<file path="config.mk">
export PLATFORM = sky130hd
export DESIGN_NAME = ascii_adj_unit
export DESIGN_NICKNAME = d
export VERILOG_FILES = /design/src/rtl/ascii_adj_pkg.sv /design/src/rtl/ascii_adj_detect.sv /design/src/rtl/ascii_adj_step.sv /design/src/rtl/ascii_adj_unit.sv
export SDC_FILE = /design/constraint.sdc
export NUM_CORES = 1
export LEC_CHECK = 0
export BUFFER_PORTS_ARGS = -buffer_cell sky130_fd_sc_hd__buf_2
export CAP_MARGIN = 10
export CORE_MARGIN = 1
export CORE_UTILIZATION = 45
export DETAILED_ROUTE_END_ITERATION = 6
export HOLD_SLACK_MARGIN = 0.08
export MAX_ROUTING_LAYER = met4
export PLACE_DENSITY = 0.74
export SYNTH_ARGS = -nofsm -noshare
export SYNTH_HDL_FRONTEND = slang
export SYNTH_HIERARCHICAL = 1
export SYNTH_SLANG_ARGS = --single-unit
</file>
<file path="constraint.sdc">
create_clock -name clk -period 0.8 [get_ports clk]
set_input_delay 0.12 -clock clk [delete_from_list [all_inputs] [get_ports clk]]
set_output_delay 0.12 -clock clk [all_outputs]
set_load 0.01 [all_outputs]
</file>
<file path="src/rtl/ascii_adj_pkg.sv">
package ascii_adj_pkg;
    typedef enum logic {
        OP_ADD = 1'b0,
        OP_SUB = 1'b1
    } adj_op_e;

    localparam int unsigned NIB_W = 4;
endpackage

</file>
<file path="src/rtl/ascii_adj_detect.sv">
module ascii_adj_detect #(
    parameter int unsigned NIB_W = 4,
    parameter int unsigned LIMIT = 9
) (
    input  logic [NIB_W-1:0] low_nib,
    input  logic             aux_in,
    output logic             take
);
    always_comb begin
        take = aux_in | (low_nib > NIB_W'(LIMIT));
    end
endmodule

</file>
<file path="src/rtl/ascii_adj_step.sv">
// Word-wide correction folded with the explicit high-byte step into one
// constant: +/-(STEP + 2^BYTE_W). A single adder covers both effects.
module ascii_adj_step #(
    parameter int unsigned AX_W   = 16,
    parameter int unsigned BYTE_W = AX_W / 2,
    parameter int unsigned STEP   = 6
) (
    input  logic [AX_W-1:0] ax,
    input  logic            sub,
    output logic [AX_W-1:0] stepped
);
    localparam logic [AX_W-1:0] HI_ONE = AX_W'(1) << BYTE_W;
    localparam logic [AX_W-1:0] DELTA  = HI_ONE + AX_W'(STEP);

    always_comb begin
        if (sub) begin
            stepped = ax - DELTA;
        end else begin
            stepped = ax + DELTA;
        end
    end
endmodule

</file>
<file path="src/rtl/ascii_adj_unit.sv">
module ascii_adj_unit #(
    parameter int unsigned AX_W  = 16,
    parameter int unsigned LIMIT = 9,
    parameter int unsigned STEP  = 6
) (
    input  logic            clk,
    input  logic            rst_n,
    input  logic            op_sub,
    input  logic [AX_W-1:0] ax_in,
    input  logic            af_in,
    output logic [AX_W-1:0] ax_out,
    output logic            af_out,
    output logic            cf_out
);
    import ascii_adj_pkg::*;

    localparam int unsigned BYTE_W = AX_W / 2;
    localparam int unsigned HI_W   = AX_W - BYTE_W;
    localparam int unsigned PAD_W  = BYTE_W - NIB_W;

    typedef struct packed {
        logic [AX_W-1:0] ax;
        logic            af;
        logic            cf;
    } adj_res_t;

    adj_res_t        res_d, res_q;
    adj_op_e         op;
    logic            take;
    logic [AX_W-1:0] stepped;

    assign op = adj_op_e'(op_sub);

    ascii_adj_detect #(
        .NIB_W (NIB_W),
        .LIMIT (LIMIT)
    ) u_detect (
        .low_nib (ax_in[NIB_W-1:0]),
        .aux_in  (af_in),
        .take    (take)
    );

    ascii_adj_step #(
        .AX_W   (AX_W),
        .BYTE_W (BYTE_W),
        .STEP   (STEP)
    ) u_step (
        .ax      (ax_in),
        .sub     (op == OP_SUB),
        .stepped (stepped)
    );

    always_comb begin
        logic [HI_W-1:0]  hi_d;
        logic [NIB_W-1:0] lo_d;
        if (take) begin
            hi_d = stepped[AX_W-1:BYTE_W];
            lo_d = stepped[NIB_W-1:0];
        end else begin
            hi_d = ax_in[AX_W-1:BYTE_W];
            lo_d = ax_in[NIB_W-1:0];
        end
        res_d.ax = {hi_d, {PAD_W{1'b0}}, lo_d};
        res_d.af = take;
        res_d.cf = take;
    end

    always_ff @(posedge clk or negedge rst_n) begin
        if (!rst_n) begin
            res_q <= '0;
        end else begin
            res_q <= res_d;
        end
    end

    assign ax_out = res_q.ax;
    assign af_out = res_q.af;
    assign cf_out = res_q.cf;
endmodule

</file>
Word-level counts from Yosys, hierarchy flattened:

Index checks and enable logic that the tools add are counted.
W data, S select, Z words.

* register bits: 13
* bits of input ports: 20
* output and inout bits: 18

* add/subtract/negate cells: 2
* $lt $le $gt $ge: 1
* muxes and demuxes: 3
* bitwise gates (word level): 1

Operators with widths (count)
* $add A16 B9 Y16 const B: 1
* $mux W16: 1
* $sub A16 B9 Y16 const B: 1
* $mux W8: 1
* $gt A4 B4 Y1 const B: 1
* $mux W4: 1
* $or A1 B1 Y1: 1

Depth between registers and ports, before layout:

* depth in word-level cells: 3
* mapped depth: 8

Hierarchy:

Netlist, hierarchy kept.

By module, submodules not included
* ascii_adj_step: instances 1, cells an instance 89, area each 689.4 sq um
* ascii_adj_unit: instances 1, cells an instance 32, area each 550.5 sq um
* ascii_adj_detect: instances 1, cells an instance 2, area each 11.3 sq um

Worst setup path after synthesis:

OpenSTA, ideal clock, no wires.

* kind: input to register
* start: input port op_sub
* end: register res_q (netlist bit ax_out[11])
* setup time: 0.125 ns
* arrival: 1.673 ns
* data required time: 0.675 ns
* setup slack: -0.998 ns
* cell stages on the path: 7
* path buffers: 0
* cell sequence: inv_1 ha_1 a21o_1 a2111o_1 o221a_2 xor2_1 mux2_4

RTL lines
* start, declared: line ascii_adj_unit.sv:8 `input logic op_sub,`
* end signal, assigned: line ascii_adj_unit.sv:72 `res_q <= res_d;`
* end, declared: line ascii_adj_unit.sv:27 `adj_res_t res_d, res_q;`

==> results.cfg <==
[detailed_routing]
drtAntennaViolNets = 0
vias = 1174
wire_per_inst_um = 16.86
wl_um = 3642
drc = 0
first_pass_iters = 4
avgViaCountPerCell = 5.435
drt_iter0_markers = 44

[hold_path]
hold_end = ax_out[0]
hold_path_depth = 2
min_path_type = primary input to register
min_from = ax_in[0]

[sta]
post-route-worst-setup-slack_ns = -0.7581
setup_viol = 26
hold_viol_final = 0
drv_slew = 0
holdWs_ns = 0.08263
period_minus_slack_ns = 1.558
rsz0062_at_grt = yes
fin_crit_sh_pct = 194.8
timing.fmax_mhz = 641.8

[grt]
grt_pass1_wl_um = 5250
antenna_found_initial = 0
globalRouteOverflowTotal = 0
grt_max_degree = 14
grt_usage_pct = 27.20
grt_pass1_vias = 1119

[pwr]
clkPwrFrac_pct = 15.8
power.leakage_nw = 0.9778
power_frac_seq_pct = 29.0
p_comb_share_pct = 55.1
p_per_area_nw_per_um2 = 1377
intPower_mw = 1.837
peakVddDrop_mv = 1.461
p_switching_mw = 0.9479
finalPower_mw = 2.785
swShare_pct = 34.04

[outcome]
outcome = finished, violations left
violations = setup timing

[finish]
fin_nets = 221
fill_cells = 137
fin_cells = 216
final_area_um2 = 2022
drive_gt1_share_pct = 66.13
layout_common_cells = buf_4 (33), buf_2 (26), dfrtp_1 (13), mux2_4 (11), buf_6 (9)
final_common_cell = buf_4
antenna-diode-count = 0
area_delta_synth_final_pct = 69.93

[cts]
cts_tree = yes
clk_pin_slew_ns = 0.09
cts-buffers-inserted = 3
root_buffer = clkbuf_4
cts_sinks = 13
clockBufferDepth = 2
htree_num_levels = 1

[place]
placed_cell_area_um2 = 1764
dp_cells = 206
place_congestion = 0.9459
io_buffers = 33
dp_hpwl_um = 2481
dpl_worst_slack_ns = -1.350

[setup_path]
critPathKind = primary input to register
start_kind = primary input
cp_max_fo = 7
crit_path_end_kind = register
cp.arrival_ns = 1.73
cp.required_ns = 0.97

[logic_synthesis]
yosys_warnings = 6
syn_area_um2 = 1190
synth_area_per_cell_um2 = 10.44
syn-instance-count = 114

[floorplanning]
dieArea_um2 = 2854
coreArea_um2 = 2477
ios = 38
rows = 18
die_height_um = 53.42
start_util_pct = 48.03
die_w_um = 53.42

[job]
cap_violations = 0
-- routing by layer --
layer | wire length [um] | global-route usage, % | share of wire [%] | vias up
met4 | 39 | 6.140 | 1.1 | 0
li1 | - | - | - | 563
met5 | 0 | - | 0 | -
met3 | 157 | 1.149 | 4.3 | 4
met1 | 1613 | 32.88 | 44 | 558
met2 | 1831 | 49.17 | 50 | 49
-- layout make-up --
type                    count  area [um^2]  area share [%]
clock buffers               4        26.28           1.300
inverters                   6        27.53           1.361
multi-input cells          89        998.5           49.38
flip-flops and latches     13        325.3           16.09
well taps                  30        37.54           1.856
repair buffers             74        606.8           30.01
-- flip-flops by register name, indices dropped and copies added, names as in the netlist --
register  count
ax_out       12
af_out        1
-- through the flow --
stage               setup TNS, ns  utilization (%)
floorplan                  -6.193                -
global placement           -11.82            71.21
detailed placement         -12.24            71.21
CTS                        -7.231            77.93
global route               -8.375            81.62
finish                     -7.533            81.62
-- how the worst max path moves through the flow --
| stage | from | end | slack [ns] | depth (start not counted) |
|---|---|---|---|---|
| after CTS | op_sub | ax_out[15] | -0.75 | 8 |
| after global placement | op_sub | ax_out[11] | -1.31 | 8 |
| after global routing | op_sub | ax_out[11] | -0.80 | 8 |
| after floorplan | op_sub | ax_out[11] | -0.85 | 7 |
| after detailed placement | op_sub | ax_out[9] | -1.35 | 8 |
| final | op_sub | ax_out[14] | -0.76 | 9 |
-- critical path, stage by stage --
cell      delay (ns)
buf_16          0.13
buf_4           0.14
ha_4            0.15
a21oi_4         0.13
o211ai_2        0.14
a31o_4          0.28
a221oi_2        0.25
xnor2_1         0.12
mux2_4          0.26
-- power by group through the flow --
stage	logic [mW]	registers (mW)	clock network, mW
3_3_place_gp	1.25	0.800	0
6_report	1.54	0.808	0.441
4_1_cts	1.40	0.791	0.417
3_5_place_dp	1.30	0.804	0
5_1_grt	1.65	0.820	0.479
2_1_floorplan	0.738	0.870	0
-- repair_timing --
item / CTS / global route
hold buffers: 1 / 0
resized for setup: 19 / 14
hold endpoints to repair: 13 / 0
pin swaps: 4 / 6
setup buffers: 1 / 2
cloned: 2 / 0
setup endpoints to repair: 26 / 26
(Power assumes the default switching activity.)
